**src/rtl/fsel_pkg.sv**
```systemverilog
package fsel_pkg;
  localparam int CODE_W     = 4;
  localparam int CFG_W      = 8;
  // byte 0 field positions
  localparam int B_TRI      = 0;
  localparam int B_SPREAD   = 1;
  localparam int B_CODE_MSB = 2;
  localparam int B_OVERRIDE = 3;
  localparam int B_CODE_LO  = 4;
  localparam int B_WIDE     = 7;

  typedef struct packed {
    logic spread_en;
    logic spread_wide;
    logic tristate_all;
  } ctrl_flags_t;
endpackage

```
**src/rtl/fsel_strap_latch.sv**
```systemverilog
module fsel_strap_latch
  import fsel_pkg::*;
#(
  parameter int W = CODE_W
) (
  input  logic         clk,
  input  logic         por_n,
  input  logic [W-1:0] pins,
  output logic [W-1:0] latched,
  output logic         pin_oe
);
  always_ff @(posedge clk) begin
    if (!por_n) begin
      latched <= pins;
      pin_oe  <= 1'b0;
    end else begin
      pin_oe  <= 1'b1;
    end
  end
endmodule

```
**src/rtl/fsel_code_mux.sv**
```systemverilog
module fsel_code_mux
  import fsel_pkg::*;
(
  input  logic              clk,
  input  logic              por_n,
  input  logic [CODE_W-1:0] strap_lat,
  input  logic [CODE_W-1:0] strap_pins,
  input  logic [CFG_W-1:0]  cfg,
  output logic [CODE_W-1:0] code_d,
  output logic [CODE_W-1:0] code_q
);
  logic [CODE_W-1:0] reg_code;

  assign reg_code = {cfg[B_CODE_MSB], cfg[B_CODE_LO +: CODE_W-1]};

  always_comb begin
    if (!por_n)                 code_d = strap_pins;
    else if (cfg[B_OVERRIDE])   code_d = reg_code;
    else                        code_d = strap_lat;
  end

  always_ff @(posedge clk) code_q <= code_d;
endmodule

```
**src/rtl/fsel_ratio_dec.sv**
```systemverilog
module fsel_ratio_dec
  import fsel_pkg::*;
#(
  parameter int DIV3_MAX = 4
) (
  input  logic              clk,
  input  logic [CODE_W-1:0] code_d,
  output logic              div3_q
);
  localparam int LOW_W = CODE_W - 1;
  localparam logic [LOW_W-1:0] LIMIT = LOW_W'(DIV3_MAX);

  always_ff @(posedge clk) div3_q <= (code_d[LOW_W-1:0] <= LIMIT);
endmodule

```
**src/rtl/fsel_ctrl_flags.sv**
```systemverilog
module fsel_ctrl_flags
  import fsel_pkg::*;
(
  input  logic             clk,
  input  logic             por_n,
  input  logic [CFG_W-1:0] cfg,
  output ctrl_flags_t      flags
);
  always_ff @(posedge clk) begin
    if (!por_n) begin
      flags <= '0;
    end else begin
      flags.spread_en    <= cfg[B_SPREAD];
      flags.spread_wide  <= cfg[B_WIDE];
      flags.tristate_all <= cfg[B_TRI];
    end
  end
endmodule

```
**src/rtl/fsel_top.sv**
```systemverilog
module fsel_top
  import fsel_pkg::*;
#(
  parameter int DIV3_MAX = 4
) (
  input  logic              clk,
  input  logic              por_n,
  input  logic [CODE_W-1:0] strap_in,
  input  logic [CFG_W-1:0]  cfg_byte,
  output logic [CODE_W-1:0] freq_code,
  output logic              pci_div3,
  output logic              spread_en,
  output logic              spread_wide,
  output logic              tristate_all,
  output logic              strap_oe,
  output logic [CODE_W-1:0] strap_rb_n
);
  logic [CODE_W-1:0] strap_lat;
  logic [CODE_W-1:0] code_next;
  ctrl_flags_t       flags;

  fsel_strap_latch #(.W(CODE_W)) u_latch (
    .clk(clk), .por_n(por_n), .pins(strap_in),
    .latched(strap_lat), .pin_oe(strap_oe)
  );

  fsel_code_mux u_mux (
    .clk(clk), .por_n(por_n), .strap_lat(strap_lat), .strap_pins(strap_in),
    .cfg(cfg_byte), .code_d(code_next), .code_q(freq_code)
  );

  fsel_ratio_dec #(.DIV3_MAX(DIV3_MAX)) u_ratio (
    .clk(clk), .code_d(code_next), .div3_q(pci_div3)
  );

  fsel_ctrl_flags u_flags (
    .clk(clk), .por_n(por_n), .cfg(cfg_byte), .flags(flags)
  );

  assign spread_en    = flags.spread_en;
  assign spread_wide  = flags.spread_wide;
  assign tristate_all = flags.tristate_all;
  assign strap_rb_n   = ~strap_lat;
endmodule

```
**config.mk**
```make
export PLATFORM = sky130hd
export DESIGN_NAME = fsel_top
export DESIGN_NICKNAME = d
export VERILOG_FILES = /design/src/rtl/fsel_pkg.sv /design/src/rtl/fsel_strap_latch.sv /design/src/rtl/fsel_code_mux.sv /design/src/rtl/fsel_ratio_dec.sv /design/src/rtl/fsel_ctrl_flags.sv /design/src/rtl/fsel_top.sv
export SDC_FILE = /design/constraint.sdc
export NUM_CORES = 1
export LEC_CHECK = 0
export BUFFER_PORTS_ARGS = -buffer_cell sky130_fd_sc_hd__buf_2
export CAP_MARGIN = 20
export CORE_AREA = 2 2 39 41
export DETAILED_ROUTE_END_ITERATION = 7
export DIE_AREA = 0 0 41 43
export PLACE_DENSITY = 0.67
export SYNTH_ARGS = -nofsm -noshare
export SYNTH_HDL_FRONTEND = slang
export SYNTH_SLANG_ARGS = --single-unit
export TNS_END_PERCENT = 20
```
**constraint.sdc**
```tcl
create_clock -name clk -period 1.8 [get_ports clk]
set_input_delay 0.27 -clock clk [delete_from_list [all_inputs] [get_ports clk]]
set_output_delay 0.27 -clock clk [all_outputs]
set_load 0.05 [all_outputs]
```
==> results of run 1 <==
area by class of cell:
class | count | area (sq um) | area share [%]
tap | 16 | 20.02 | 3.368
inverter | 5 | 18.77 | 3.158
sequential | 13 | 300.3 | 50.53
clock buffer | 4 | 26.28 | 4.421
multi-input combinational | 16 | 98.84 | 16.63
timing repair buffer | 26 | 130.1 | 21.89
how the worst min path moves through the flow:
| stage | startpoint | endpoint | slack, ns | cells past startpoint |
|---|---|---|---|---|
| detailed placement | strap_in[3] | u_latch.latched[3] | 0.47 | 1 |
| CTS | strap_in[1] | u_latch.latched[1] | 0.19 | 1 |
| finish | strap_in[3] | u_latch.latched[3] | 0.20 | 1 |
| global placement | strap_in[2] | u_latch.latched[2] | 0.46 | 1 |
| floorplan | por_n | u_latch.pin_oe | 0.30 | 0 |
| global route | strap_in[3] | u_latch.latched[3] | 0.19 | 1 |
logic make-up after synthesis:
family          after synthesis  share of synthesized area, %
buf+inv                       7                         8.597
simple gates                  7                         7.736
mux                           4                         9.169
compound gates                5                         5.730
flops                        13                         68.77
worst max-delay path, delay by kind of cell, from the launching register on:
kind	cells	cell delay, ns
flops	1	0.39
buf+inv	2	0.31
registers in the layout, summed over array words and instances (netlist names):
name,flops
u_flags.flags,3
u_latch.latched,4
u_latch.pin_oe,1
u_mux.code_q,4
u_ratio.div3_q,1
report_power, final:
part / switching [mW] / leakage [nW] / internal [mW]
logic: 0.109 / 0.177 / 0.0365
clock network: 0.0828 / 0.0150 / 0.0857
registers: 0.00638 / 0.115 / 0.326
total: 0.199 / 0.306 / 0.448
metal layers:
metal | vias to the layer above | global-route usage [%]
met2 | 16 | 14.37
met4 | 0 | 8.000
met1 | 138 | 8.725
li1 | 169 | -
met3 | 0 | 1.571
met5 | - | 0
layout by cell type (no fill, tap or decap):
cell type,instances
a21oi_1,4
and2_1,3
buf_2,26
clkbuf_1,1
clkbuf_4,3
dfxtp_1,9
edfxtp_1,4
inv_1,5
mux2i_1,4
nor2_1,4
o21ai_1,1
metrics by stage:
stage	utilization (%)	cells	worst slack, ns
2_1_floorplan	-	36	0.8504
4_1_cts	42.95	80	0.5529
3_5_place_dp	41.05	76	0.8380
6_report	42.95	80	0.5696
5_1_grt	42.95	80	0.4966
3_3_place_gp	41.05	76	0.8576
==> qor.yml, run 1 <==
worst_setup_path:
  r2r-end: "u_ratio.div3_q"
  arrival_ns: 0.96
  cp-startpoint: "u_latch.latched[1]"
  rrSetupSlack_ns: 0.94
  cp_slowest_cell: "edfxtp_1"
  crit_chain: "inv_1 -> buf_2"
  end_kind: "output port"
  slowest_delay_ns: 0.39
  crit_fanout: 2
  cp-start-kind: "register"
  reg2reg_depth: 3
  critPathRequiredTime_ns: 1.53
  path_class: "reg -> out"
  crit_end: "strap_rb_n[1]"
  r2r-start: "u_latch.latched[1]"
logic_synthesis:
  synth_nets: 50
  yosysUniqueCellTypes: 10
  syn-cell-area_sq_um: 436.7
  synth_area_leaders: "dfxtp_1 41%, edfxtp_1 28%, mux2i_1 9.2%"
  synth_edf_count: 4
  synthArstFlopShare_pct: 0
  synth-seq-cells: 13
  synth_top_cell_area_share_pct: 41.26
  ys_warn_count: 0
  netlist_instances: 36
  synth_area_per_cell_sq_um: 12.13
  synth_most_common_cell: "dfxtp_1"
  synth_top_area_cell: "dfxtp_1"
  synth_common_cells: "9 x dfxtp_1, 5 x inv_1"
  synthFlopType: "dfxtp_1"
  ys_seq_area_share_pct: 68.77
route:
  first_pass_iters: 1
  wl_per_cell_um: 9.150
  routed_wl_um: 732
  met2WireLength_um: 381
  drt-met1-wl_um: 286
  dr.first_iter.drc_count: 0
  vias_per_cell: 4.038
  dr_wl_met3_um: 64
  top_layer: "met3"
  drc: 0
  num_vias: 323
  antenna_left: 0
run:
  drv_cap: 0
power_and_ir_drop:
  p_leak_nw: 0.3063
  fin_total_pwr_mw: 0.6463
  power_density_nw_per_um2: 1088
  ir_drop_uv: 375.7
die:
  start_util_pct: 31.56
  ios: 27
  die_h_um: 43
  core_region_area_sq_um: 1384
  die_w_um: 41
  die_area_sq_um: 1763
  row_count: 14
sta:
  tns_ns: 0
  final.min_clock_period_ns: 1.230
  whs_ns: 0.1976
  drv_slew: 0
  rsz0062_at_grt: "false"
  finalHoldViolCount: 0
  slew-limit-headroom_pct: 83.07
  fin_skew_ns: 0.005374
  min_period_over_period_pct: 68.36
  max_slew.worst_pin.slew_ns: 0.2557
  setup_viol: 0
  fmax_mhz: 812.7
global_routing:
  grt_pass1_wl_um: 1041
  grt_start_max_net_pins: 14
  grt_overflow_total: 0
  antenna_found_initial: 0
  grt_pass1_vias: 293
  gr-usage-all-layers_pct: 8.850
final_layout:
  drive_gt1_share_pct: 45.31
  syn_to_final_growth_pct: 36.10
  final_area_sq_um: 594.3
  num-fill-cells: 141
  final_nets: 79
  antenna_cells: 0
clocking:
  cts_root_buf: "clkbuf_4"
  clk_pin_slew_ns: 0.07
  cts_sinks: 13
  holdBufCountCts: 0
  htree_levels: 1
  postCtsSetupBuffers: 0
  numCtsBuffers: 3
  ctsResizeCount: 0
  ctsLongestPathBuffers: 2
  clk_latency_ns: 0.27
  cts_tree: "yes"
status:
  status: "finished, final reports clean"
place:
  place_area_sq_um: 568.0
  dp_hpwl_um: 601.3
  gp_congestion: 0.6051
  io_buffers: 26
worst_hold_path:
  hp-class: "in -> reg"
(Power assumes the default switching activity.)
==> run 2, diff against run 1 <==
Settings changed: PLACE_DENSITY 0.67 to 0.69.
Clock period 1.8 ns to 1.1 ns, I/O delays scaled along.
==> qor.yml, run 2 (same netlist as run 1, synthesis figures left out) <==
status:
  status: "finished, final reports clean"
worst_setup_path:
  rrSetupSlack_ns: 0.16  # -0.78 ns
  slowest_delay_ns: 0.39  # about the same
  arrival_ns: 0.88  # -0.08 ns
  critPathRequiredTime_ns: 0.94  # -0.59 ns
  r2r-end: "u_ratio.div3_q"
  cp-startpoint: "u_latch.latched[2]"
  crit_fanout: 2  # unchanged
  path_buf_inv: 2  # unchanged
  path_class: "reg -> out"
  end_kind: "output port"
  crit_chain: "inv_1 -> buf_6"
  r2r-start: "u_latch.latched[0]"
  cp_top_family: "flip-flops"
  cp_slowest_cell: "edfxtp_1"
  reg2reg_depth: 4  # +1
  cp-start-kind: "register"
final_layout:
  final_nets: 80  # +1.3%
  reg_top3: "u_latch.latched: 4 flops, u_mux.code_q: 4 flops, u_flags.flags: 3 flops"
  syn_to_final_growth_pct: 43.84
  num-fill-cells: 142  # +0.71%
  final_common_cell: "buf_2"
  layout_common_cells: "22 x buf_2, 9 x dfxtp_1"
  antenna_cells: 0  # unchanged
  drive_gt1_share_pct: 49.23  # +3.9 points
worst_hold_path:
  hp-class: "in -> reg"
  holdPathEnd: "u_latch.latched[3]"
  hp-start: "strap_in[3]"
  worstHoldPathCells: 1  # unchanged
clocking:
  numCtsBuffers: 3  # unchanged
  htree_levels: 1  # unchanged
  clk_pin_slew_ns: 0.07  # about the same
  clk_latency_ns: 0.26  # about the same
  ctsLongestPathBuffers: 2  # unchanged
  cts_tree: "yes"
  holdBufCountCts: 0  # unchanged
  cts_sinks: 13  # unchanged
  cts_root_buf: "clkbuf_4"
place:
  dp_slack_ns: 0.2505  # -0.5875 ns
  io_buffers: 26  # unchanged
  gp_congestion: 0.6032  # -0.31%
global_routing:
  grt_start_max_net_pins: 14  # unchanged
  grt_pass1_vias: 299  # +2.0%
  antenna_found_initial: 0  # unchanged
  grt_overflow_total: 0  # unchanged
  gr-usage-all-layers_pct: 9.572  # +0.72 points
  grt_pass1_wl_um: 1055  # +1.3%
die:
  row_count: 14  # unchanged
  core_region_area_sq_um: 1384  # unchanged
  start_util_pct: 31.56  # unchanged
  die_area_sq_um: 1763  # unchanged
  die_h_um: 43  # unchanged
  ios: 27  # unchanged
  die_w_um: 41  # unchanged
sta:
  drv_slew: 0  # unchanged
  setup_viol: 0  # unchanged
  final.min_clock_period_ns: 1.048
  min_period_over_period_pct: 95.23
  finalWorstSetupSlack_ns: 0.05249  # -0.5171 ns
  fin_skew_ns: 0.002178  # -0.003196 ns
  slew-limit-headroom_pct: 83.30  # +0.22 points
  rsz0062_at_grt: "true"
  max_slew.worst_pin.slew_ns: 0.2523  # -0.003397 ns
  fmax_mhz: 954.6
  finalHoldViolCount: 0  # unchanged
route:
  dr.first_iter.drc_count: 3  # +3
  first_pass_iters: 2  # +1
  antenna_left: 0  # unchanged
  wl_per_cell_um: 9.395  # +2.7%
  routed_wl_um: 761  # +4.0%
  drc: 0  # unchanged
  num_vias: 322  # -0.31%
  vias_per_cell: 3.975  # -1.5%
power_and_ir_drop:
  p_leak_nw: 0.3212  # +4.9%
  ir_drop_uv: 628.6  # +67%
  power_density_nw_per_um2: 1710  # +57%
  fin_total_pwr_mw: 1.074  # +66%
run:
  drv_cap: 0  # unchanged
[run 2: cell types whose count changed in the layout (fill, tap and decap cells not counted)]
cell / change
buf_2: -4
buf_4: +1
buf_6: +4
clkbuf_1: -1
clkinv_2: +1
inv_1: -1
inv_2: +1
[run 2: power by group]
group | switching (mW) | leakage, nW | total [mW] | internal [mW]
sequential | 0.0107 | 0.115 | 0.544 | 0.533
clock | 0.137 | 0.0177 | 0.271 | 0.134
combinational | 0.183 | 0.189 | 0.260 | 0.0771
[run 2: worst register-to-register path: cells and delay by family, from the launching register on]
family | cells | cell delay, ns
AO/OA/AOI/OAI | 2 | 0.22
buffers and inverters | 1 | 0.14
flip-flops | 1 | 0.38
multiplexers | 1 | 0.13
[run 2: layout make-up]
| type | count | area, sq um | share of cell area [%] |
|---|---|---|---|
| inverter | 5 | 18.77 | 2.988 |
| clock inverter | 1 | 5.005 | 0.7968 |
| multi-input combinational | 16 | 98.84 | 15.74 |
| clock buffer | 3 | 22.52 | 3.586 |
| timing repair buffer | 27 | 162.7 | 25.90 |
| tap | 16 | 20.02 | 3.187 |
| sequential | 13 | 300.3 | 47.81 |
[run 2: stage by stage]
step	hold slack (ns)	instance area (sq um)	TNS, ns	utilization (%)	std cells
2_1_floorplan	0.1927	436.7	0	-	36
3_3_place_gp	0.3562	568.0	0	41.05	76
3_5_place_dp	0.3602	568.0	0	41.05	76
4_1_cts	0.07880	605.6	0	43.76	80
5_1_grt	0.07004	628.1	-0.01114	45.39	81
6_report	0.08811	628.1	0	45.39	81
[run 2: per-layer routing]
| layer | part of all wire (%) | vias to the layer above | global-route usage [%] |
|---|---|---|---|
| li1 | - | 173 | - |
| met1 | 30 | 135 | 7.071 |
| met2 | 60 | 14 | 16.88 |
| met3 | 9.6 | 0 | 3.665 |
| met4 | 0 | 0 | 8.000 |
| met5 | 0 | - | 0 |
[run 2: how the worst max path moves through the flow]
stage,end,depth (start not counted),slack [ns]
finish,strap_rb_n[2],2,0.05
global route,strap_rb_n[2],2,-0.009
CTS,strap_rb_n[0],2,0.009
detailed placement,strap_rb_n[0],2,0.25
global placement,u_ratio.div3_q,4,0.27
floorplan,strap_rb_n[0],1,0.26
[run 2: repair_timing]
item	CTS	global route
gates resized for setup	4	5
setup buffers	0	1
gates cloned	0	0
setup endpoints to repair	4	4
==> run 3, diff against run 2 <==
Settings changed: CELL_PAD_IN_SITES_DETAIL_PLACEMENT set to 1, CELL_PAD_IN_SITES_GLOBAL_PLACEMENT set to 2, CORE_AREA 2 2 39 41 to unset, CORE_UTILIZATION set to 19, DIE_AREA 0 0 41 43 to unset, PLACE_DENSITY 0.69 to 0.7, SYNTH_HIERARCHICAL set to 1.
==> qor.yml, run 3 <==
worst_setup_path:
  reg2reg_depth: 3  # -1
  arrival_ns: 0.88  # about the same
  r2r-end: "u_ratio/div3_q"
  rrSetupSlack_ns: 0.25  # +0.09 ns
  path_class: "reg -> out"
  r2r-start: "u_latch/latched[0]"
  cp-start-kind: "register"
  end_kind: "output port"
  crit_fanout: 2  # unchanged
  critPathRequiredTime_ns: 0.94  # about the same
power_and_ir_drop:
  power_density_nw_per_um2: 1711  # about the same
  fin_total_pwr_mw: 1.083  # +0.81%
  p_leak_nw: 0.3147  # -2.0%
  ir_drop_uv: 597.6  # -4.9%
sta:
  slew-limit-headroom_pct: 83.40  # +0.10 points
  drv_slew: 0  # unchanged
  finalHoldViolCount: 0  # unchanged
  fin_skew_ns: 0.003692  # +0.001514 ns
  final.min_clock_period_ns: 1.045  # -0.002230 ns
  setup_viol: 0  # unchanged
  fmax_mhz: 956.7  # +0.21%
  min_period_over_period_pct: 95.03  # -0.20 points
  max_slew.worst_pin.slew_ns: 0.2507  # -0.001543 ns
  tns_ns: 0  # unchanged
  rsz0062_at_grt: "true"
route:
  num_vias: 325  # +0.93%
  vias_per_cell: 3.571  # -10%
  dr.first_iter.drc_count: 4  # +1
  wl_per_cell_um: 9.253  # -1.5%
  routed_wl_um: 842  # +11%
  antenna_left: 0  # unchanged
  first_pass_iters: 2  # unchanged
  drc: 0  # unchanged
final_layout:
  multi_input_area_sq_um: 98.84  # unchanged
  syn_to_final_growth_pct: 48.39
  reg_top3: "u_latch/latched: 4 flops, u_mux/code_q: 4 flops, u_flags/flags: 3 flops"
  final_common_cell: "buf_2"
  layout_common_cells: "22 x buf_2, 9 x dfxtp_1, 5 x inv_1"
  drive_gt1_share_pct: 45.31  # -3.9 points
  final_nets: 79  # -1.3%
  area.sequential_sq_um: 300.3  # unchanged
  fin_util_pct: 31.00  # -14 points
  antenna_cells: 0  # unchanged
  num-fill-cells: 250  # +76%
global_routing:
  antenna_found_initial: 0  # unchanged
  grt_pass1_wl_um: 1324  # +25%
  grt_pass1_vias: 324  # +8.4%
  grt_overflow_total: 0  # unchanged
  gr-usage-all-layers_pct: 7.607  # -2.0 points
  grt_start_max_net_pins: 14  # unchanged
die:
  row_count: 16  # +2
  die_area_sq_um: 2439  # +38%
  die_w_um: 49.39  # +20%
  core_region_area_sq_um: 2042  # +48%
  ios: 27  # unchanged
  start_util_pct: 20.89  # -11 points
  die_h_um: 49.39  # +15%
logic_synthesis:
  synth-seq-cells: 13  # unchanged
  syn-cell-area_sq_um: 426.7  # -2.3%
  synth_most_common_cell: "dfxtp_1"
  synthFlopType: "dfxtp_1"
  ys_seq_area_share_pct: 70.38  # +1.6 points
  synth_top_cell_area_share_pct: 42.23  # +0.97 points
  synthArstFlopShare_pct: 0  # unchanged
  synth_nets: 50  # unchanged
  synth_top_area_cell: "dfxtp_1"
  yosysUniqueCellTypes: 10  # unchanged
  synth_common_cells: "9 x dfxtp_1, 5 x inv_1"
  synth_area_leaders: "dfxtp_1 42%, edfxtp_1 28%, mux2i_1 9.4%"
  synth_edf_count: 4  # unchanged
  netlist_instances: 36  # unchanged
  synth_area_per_cell_sq_um: 11.85  # -2.3%
  ys_warn_count: 6  # +6
clocking:
  cts_sinks: 13  # unchanged
  clk_latency_ns: 0.26  # about the same
  cts_root_buf: "clkbuf_4"
  cts_tree: "yes"
  ctsLongestPathBuffers: 2  # unchanged
  clk_pin_slew_ns: 0.08  # about the same
  numCtsBuffers: 3  # unchanged
  holdBufCountCts: 0  # unchanged
  postCtsSetupBuffers: 0  # unchanged
  htree_levels: 1  # unchanged
run:
  drv_cap: 0  # unchanged
worst_hold_path:
  worstHoldPathCells: 1  # unchanged
  hp-start: "strap_in[3]"
  hp-class: "in -> reg"
  holdPathEnd: "u_latch/latched[3]"
place:
  gp_congestion: 0.6717  # +11%
  io_buffers: 26  # unchanged
status:
  status: "finished, final reports clean"
run 3: cell count changes after synthesis, sizes merged:
cell / change
buf: -1
clkbuf: +1
run 3: cell families (layout without fill, tap and decap cells):
kind of cell | Yosys count | count (layout) | share of synthesized area [%]
buffers and inverters | 7 | 35 | 6.450
AOI/OAI and AO/OA | 5 | 5 | 5.864
and+or+nand+nor | 7 | 7 | 7.917
muxes | 4 | 4 | 9.385
DFF | 13 | 13 | 70.38
run 3: power by group:
group | total (mW) | switching, mW | internal [mW]
combinational | 0.256 | 0.182 | 0.0737
clock | 0.283 | 0.143 | 0.140
sequential | 0.544 | 0.0114 | 0.533
run 3: worst max-delay path by stage:
stage / cells past startpoint / startpoint / slack [ns] / to
5_1_grt: 2 / u_latch/latched[2] / -0.01 / strap_rb_n[2]
3_3_place_gp: 4 / cfg_byte[3] / 0.19 / u_ratio/div3_q
6_report: 2 / u_latch/latched[1] / 0.05 / strap_rb_n[1]
4_1_cts: 2 / u_latch/latched[1] / 0.02 / strap_rb_n[1]
2_1_floorplan: 1 / u_latch/latched[0] / 0.26 / strap_rb_n[0]
3_5_place_dp: 4 / cfg_byte[3] / 0.25 / u_ratio/div3_q
run 3: metal layers:
metal | vias up | routed length [um] | global-route usage, %
met1 | 138 | 413 | 9.298
met3 | 0 | 71 | 2.804
met5 | - | 0 | 0
met2 | 16 | 358 | 10.73
li1 | 171 | - | -
met4 | 0 | 0 | 5.714
run 3: cell type report:
cell class | count | share of cell area (%)
tap | 27 | 5.336
sequential | 13 | 47.43
timing repair buffer | 26 | 24.51
inverter | 5 | 2.964
clock buffer | 4 | 4.150
multi-input combinational | 16 | 15.61
run 3: timing repair:
item,in CTS,in global routing
endpoints found under the hold margin,0,0
endpoints found under the setup margin,4,4
gates resized for setup,4,4
run 3: critical path, stage by stage (launching register included):
cell and delay [ns]:
edfxtp_1 0.39, inv_1 0.08, buf_6 0.15
run 3: per-stage QoR:
| step | area, sq um | hold WS [ns] | setup slack, ns | cells |
|---|---|---|---|---|
| global placement | 581.8 | 0.3576 | 0.1910 | 87 |
| finish | 633.1 | 0.08884 | 0.05472 | 91 |
| CTS | 618.1 | 0.08116 | 0.02035 | 91 |
| detailed placement | 581.8 | 0.3606 | 0.2455 | 87 |
| floorplan | 426.7 | 0.1927 | 0.2554 | 36 |
| global route | 633.1 | 0.06751 | -0.01220 | 91 |
